==> src/rtl/bcd_adj_pkg.sv <==
package bcd_adj_pkg;
  localparam int ACC_W   = 8;
  localparam int FLG_W   = 8;
  localparam int WORD_W  = ACC_W + FLG_W;
  localparam int FB_Z    = 7;
  localparam int FB_N    = 6;
  localparam int FB_H    = 5;
  localparam int FB_C    = 4;
  localparam logic [FLG_W-1:0] FLAG_MASK = 8'hF0;

  typedef struct packed {
    logic z;
    logic n;
    logic h;
    logic c;
  } flags_t;

  function automatic logic [FLG_W-1:0] pack_flags(flags_t f);
    logic [FLG_W-1:0] b;
    b       = '0;
    b[FB_Z] = f.z;
    b[FB_N] = f.n;
    b[FB_H] = f.h;
    b[FB_C] = f.c;
    return b;
  endfunction
endpackage

==> src/rtl/bcd_adj_core.sv <==
module bcd_adj_core
  import bcd_adj_pkg::*;
(
  input  logic [ACC_W-1:0] acc_i,
  input  logic             n_i,
  input  logic             h_i,
  input  logic             c_i,
  output logic [ACC_W-1:0] acc_o,
  output flags_t           flg_o
);
  localparam logic [ACC_W-1:0] HI_STEP = 8'h60;
  localparam logic [ACC_W-1:0] LO_STEP = 8'h06;
  localparam logic [ACC_W-1:0] HI_LIM  = 8'h99;
  localparam logic [3:0]       LO_LIM  = 4'd9;

  logic             hi_fix;
  logic             lo_fix;
  logic [ACC_W-1:0] mid;
  logic [ACC_W-1:0] res;

  always_comb begin
    if (!n_i) begin
      hi_fix = c_i || (acc_i > HI_LIM);
      mid    = acc_i + (hi_fix ? HI_STEP : '0);
      lo_fix = h_i || (mid[3:0] > LO_LIM);
      res    = mid + (lo_fix ? LO_STEP : '0);
    end else begin
      hi_fix = c_i;
      mid    = acc_i - (hi_fix ? HI_STEP : '0);
      lo_fix = h_i;
      res    = mid - (lo_fix ? LO_STEP : '0);
    end
    acc_o   = res;
    flg_o.z = (res == '0);
    flg_o.n = n_i;
    flg_o.h = 1'b0;
    flg_o.c = n_i ? c_i : (c_i || hi_fix);
  end

  // in add mode a set carry is never cleared
  always_comb begin
    a_r5_carry_kept: assert (n_i || !c_i || flg_o.c);
  end
endmodule

==> src/rtl/bcd_adj_regpair.sv <==
module bcd_adj_regpair
  import bcd_adj_pkg::*;
(
  input  logic              clk,
  input  logic              rst,
  input  logic              wr_adj,
  input  logic [ACC_W-1:0]  adj_acc,
  input  flags_t            adj_flg,
  input  logic              wr_pop,
  input  logic [WORD_W-1:0] pop_word,
  output logic [ACC_W-1:0]  acc_q,
  output logic [FLG_W-1:0]  flag_q
);
  always_ff @(posedge clk) begin
    if (rst) begin
      acc_q  <= '0;
      flag_q <= '0;
    end else if (wr_pop) begin
      acc_q  <= pop_word[WORD_W-1:FLG_W];
      flag_q <= pop_word[FLG_W-1:0] & FLAG_MASK;
    end else if (wr_adj) begin
      acc_q  <= adj_acc;
      flag_q <= pack_flags(adj_flg);
    end
  end

  // unused flag bits stay zero
  a_r1_low_bits_zero: assert property (@(posedge clk) disable iff (rst)
    flag_q[3:0] == 4'h0);
  // pop loads the accumulator from the high byte
  a_r9_pop_acc: assert property (@(posedge clk) disable iff (rst)
    wr_pop |=> acc_q == $past(pop_word[WORD_W-1:FLG_W]));
  // registers hold without a write
  a_r10_hold: assert property (@(posedge clk) disable iff (rst)
    (!wr_pop && !wr_adj) |=> ($stable(acc_q) && $stable(flag_q)));
endmodule

==> src/rtl/bcd_adjust_unit.sv <==
module bcd_adjust_unit
  import bcd_adj_pkg::*;
(
  input  logic              clk,
  input  logic              rst,
  input  logic              cmd_valid,
  output logic              cmd_ready,
  input  logic              cmd_pop,
  input  logic [WORD_W-1:0] cmd_word,
  output logic              done,
  output logic [ACC_W-1:0]  acc_q,
  output logic [FLG_W-1:0]  flags_q
);
  logic             fire;
  logic [ACC_W-1:0] core_acc;
  flags_t           core_flg;

  assign cmd_ready = ~rst;
  assign fire      = cmd_valid & cmd_ready;

  bcd_adj_core u_core (
    .acc_i (acc_q),
    .n_i   (flags_q[FB_N]),
    .h_i   (flags_q[FB_H]),
    .c_i   (flags_q[FB_C]),
    .acc_o (core_acc),
    .flg_o (core_flg)
  );

  bcd_adj_regpair u_regs (
    .clk      (clk),
    .rst      (rst),
    .wr_adj   (fire & ~cmd_pop),
    .adj_acc  (core_acc),
    .adj_flg  (core_flg),
    .wr_pop   (fire & cmd_pop),
    .pop_word (cmd_word),
    .acc_q    (acc_q),
    .flag_q   (flags_q)
  );

  always_ff @(posedge clk) begin
    if (rst) done <= 1'b0;
    else     done <= fire;
  end

  // done follows an accepted command by one cycle only
  a_r10_done_pulse: assert property (@(posedge clk) disable iff (rst)
    fire |=> done);
  a_r10_no_spurious_done: assert property (@(posedge clk) disable iff (rst)
    !fire |=> !done);
  // half-carry is clear after an adjust
  a_r6_half_cleared: assert property (@(posedge clk) disable iff (rst)
    (fire && !cmd_pop) |=> !flags_q[FB_H]);
  // subtract flag survives an adjust
  a_r8_sub_kept: assert property (@(posedge clk) disable iff (rst)
    (fire && !cmd_pop) |=> flags_q[FB_N] == $past(flags_q[FB_N]));
  // zero flag matches the result after an adjust
  a_r7_zero_flag: assert property (@(posedge clk) disable iff (rst)
    (fire && !cmd_pop) |=> flags_q[FB_Z] == (acc_q == '0));
  // carry is unchanged by a subtract-mode adjust
  a_r4_sub_carry: assert property (@(posedge clk) disable iff (rst)
    (fire && !cmd_pop && flags_q[FB_N]) |=> flags_q[FB_C] == $past(flags_q[FB_C]));
  // reset clears the pair
  a_r11_reset: assert property (@(posedge clk)
    rst |=> (acc_q == '0 && flags_q == '0 && !done));
endmodule

==> config.mk <==
export PLATFORM = sky130hd
export DESIGN_NAME = bcd_adjust_unit
export DESIGN_NICKNAME = d
export VERILOG_FILES = /design/src/rtl/bcd_adj_pkg.sv /design/src/rtl/bcd_adj_core.sv /design/src/rtl/bcd_adj_regpair.sv /design/src/rtl/bcd_adjust_unit.sv
export SDC_FILE = /design/constraint.sdc
export NUM_CORES = 1
export LEC_CHECK = 0
export BUFFER_PORTS_ARGS = -buffer_cell sky130_fd_sc_hd__buf_2
export CORE_ASPECT_RATIO = 1.4
export CORE_MARGIN = 1
export CORE_UTILIZATION = 46
export DETAILED_ROUTE_END_ITERATION = 16
export GPL_ROUTABILITY_DRIVEN = 0
export GPL_TIMING_DRIVEN = 0
export PLACE_DENSITY_LB_ADDON = 0.12
export SLEW_MARGIN = 5
export SYNTH_ARGS = -nofsm -noshare
export SYNTH_HDL_FRONTEND = slang
export SYNTH_SLANG_ARGS = --single-unit
==> constraint.sdc <==
create_clock -name clk -period 7.7 [get_ports clk]
set_input_delay 0.77 -clock clk [delete_from_list [all_inputs] [get_ports clk]]
set_output_delay 0.77 -clock clk [all_outputs]
set_load 0.01 [all_outputs]
==> flow_summary.ini <==
[status]
status = complete, no violations

[pwr]
p_leak_nw = 0.7213
power_mw = 0.1996
powerDensity_nw_per_um2 = 132.2
ir_worst_vdd_mv = 0.1030

[routing]
drt_wl_total_um = 3059
vias_per_cell = 5.457
drt_iter0_markers = 41
drc = 0
ant_nets = 0
num_vias = 1255
firstDrtPassIters = 4
avgRoutedWirePerCell_um = 13.30

[worst_setup_path]
path_common_cell = inv_1
path_max_fanout = 7
crit_required_ns = 7.90
slowest_stage = or4b_1
start_kind = flip-flop
critPathMaxStageDelay_ns = 0.55
cp.arrival_ns = 3.94
path_cells = inv_1 > ha_1 > o21bai_1 > a311o_1 > a21oi_1 > inv_1 > ha_1 > inv_1 > fa_1 > or4b_1 > and3b_1 > a211oi_2 > nand4b_1 > a311oi_2
end_kind = flip-flop
path_class = reg2reg

[clock_network]
clk_path_buf_depth = 2
h-tree-depth = 1
insertion_delay_ns = 0.28
numCtsBuffers = 3
ctsHoldBuffers = 0
post_cts_resized = 0
cts_root_buf = clkbuf_4
post-cts-setup-buffer-count = 0
numClockSinks = 13
path_clk_slew_ns = 0.08
tritoncts = built

[timing]
fin_skew_ns = 0.004393
setup_viol = 0
rsz0062_at_grt = no
period_share_pct = 48.62
max_freq_mhz = 267.1
finalCriticalPeriod_ns = 3.744
slew_violations = 0
whs_ns = 0.5189
setup-tns-final_ns = 0
finalHoldViolations = 0

[layout]
layout.cells.non_filler = 230
layout_commonest_cell = buf_2
drive_gt1_share_pct = 23.71
post-route-util_pct = 57.15
nets = 232
area_delta_synth_final_pct = 17.76
most-common-layout-cells = buf_2 (29), inv_1 (15), ha_1 (15)
antennaDiodeCount = 0

[floorplanning]
coreArea_sq_um = 2643
num_rows = 22
initial_core_util_pct = 48.53
die-area_sq_um = 3006
io_pins = 38
die_x_um = 46.63
die_h_um = 64.48

[yosys]
yosys.cell_types.count = 50
synth_compound_area_share_pct = 23.71
synth_mux_area_share_pct = 3.220
synthAdderAreaFrac_pct = 17.76
syn_area_sq_um = 1282
netlist.area_leader.share_pct = 20.29
synth_top_family_by_area = compound AO/OA/AOI/OAI gates
async_reset_ff_share_pct = 0
synth_ff_type = dfxtp_1
synth_edf_count = 0
synth.area.top_cells = dfxtp_1 (20%), ha_1 (15%), xor2_1 (4.8%), buf_4 (4.7%), inv_1 (4.4%)
yosysTopAreaCell = dfxtp_1
synth-simple-area-share_pct = 18.73
avgSynthCellArea_sq_um = 8.117
yosysWarnings = 0
ys_seq_elements = 13
synthXorXnorAreaFrac_pct = 5.463
synthCells = 158
synth_seq_area_share_pct = 20.29

[grt]
track_usage_pct = 23.25
antenna_found_initial = 0
globalRouteOverflowTotal = 0
grt_pass1_wl_um = 5133
grt_max_degree = 11
grt_pass1_vias = 1195

[hold_path]
worstHoldPathType = reg2reg

[place]
dp.cells = 226
hpwl_um = 2444
port_buffers = 29

[run]
maxCapViolations = 0
==> final cells by class <==
type | instances | area, sq um
repair buffers | 29 | 145.1
fillers | 271 | 1132
clock buffers | 4 | 26.28
inverters | 16 | 60.06
multi-input cells | 120 | 898.4
flip-flops and latches | 13 | 260.3
well taps | 36 | 45.04
plain buffers | 12 | 75.07
==> power by group <==
part           switching (mW)  internal, mW
combinational          0.0421        0.0349
clock                  0.0238        0.0201
sequential            0.00690        0.0717
total                  0.0729         0.127
==> state kept, by name, summed over array words and instances (netlist names) <==
| register | count |
|---|---|
| u_regs.flag_q | 4 |
| done | 1 |
| u_regs.acc_q | 8 |
==> per-layer routing <==
metal / track usage [%] / up-vias / part of all wire [%] / wire length, um
met5: 0 / - / 0 / 0
met4: 6.071 / 0 / 1.4 / 44
met3: 5.014 / 6 / 3.5 / 108
met2: 42.19 / 25 / 54 / 1641
met1: 25.82 / 599 / 41 / 1265
li1: - / 625 / - / -
==> critical path: cells and delay by family, from the launching register on <==
family / cells / cell delay [ns]
and+or+nand+nor: 3 / 0.91
DFF: 1 / 0.39
AOI/OAI and AO/OA: 5 / 1.30
buffers and inverters: 3 / 0.27
adders and majority gates: 3 / 0.78
==> synth_stat cells (2+ instances only) <==
cell type and n:
buf_4 8, nor4b_1 2, nor2_1 14, a21oi_1 11
o211ai_1 3, mux2i_1 3, dfxtp_1 13, a211oi_1 3
a21boi_0 2, o311ai_0 2, xor2_1 7, nand2b_1 3
nand2_1 9, inv_1 15, nand3b_1 2, fa_1 2
o21ai_0 6, nand3_1 5, ha_1 15, clkbuf_1 3
==> through the flow <==
stage                     instance area [sq um]  setup WS [ns]
after floorplan                            1294          4.300
after global placement                     1484          4.067
after detailed placement                   1484          3.947
after CTS                                  1510          3.920
after global routing                       1510          3.707
final                                      1510          3.956
==> path summary, 6_finish.rpt <==
path	startpoint	to	slack, ns	cells after the start
setup / recovery	u_regs.acc_q[1]	u_regs.flag_q[7]	3.96	14
hold / removal	u_regs.acc_q[6]	u_regs.acc_q[6]	0.52	2
setup reg to reg	u_regs.acc_q[1]	u_regs.flag_q[7]	3.96	14
hold reg to reg	u_regs.acc_q[6]	u_regs.acc_q[6]	0.52	2
==> logic make-up after synthesis <==
| group | count (synthesis) |
|---|---|
| AO/OA/AOI/OAI | 42 |
| adder cells (fa/ha/maj) | 17 |
| flip-flops | 13 |
| XOR/XNOR | 8 |
| other | 1 |
| buffers and inverters | 28 |
| multiplexers | 4 |
| AND/OR/NAND/NOR | 45 |
Power figures use the tool's default switching activity.
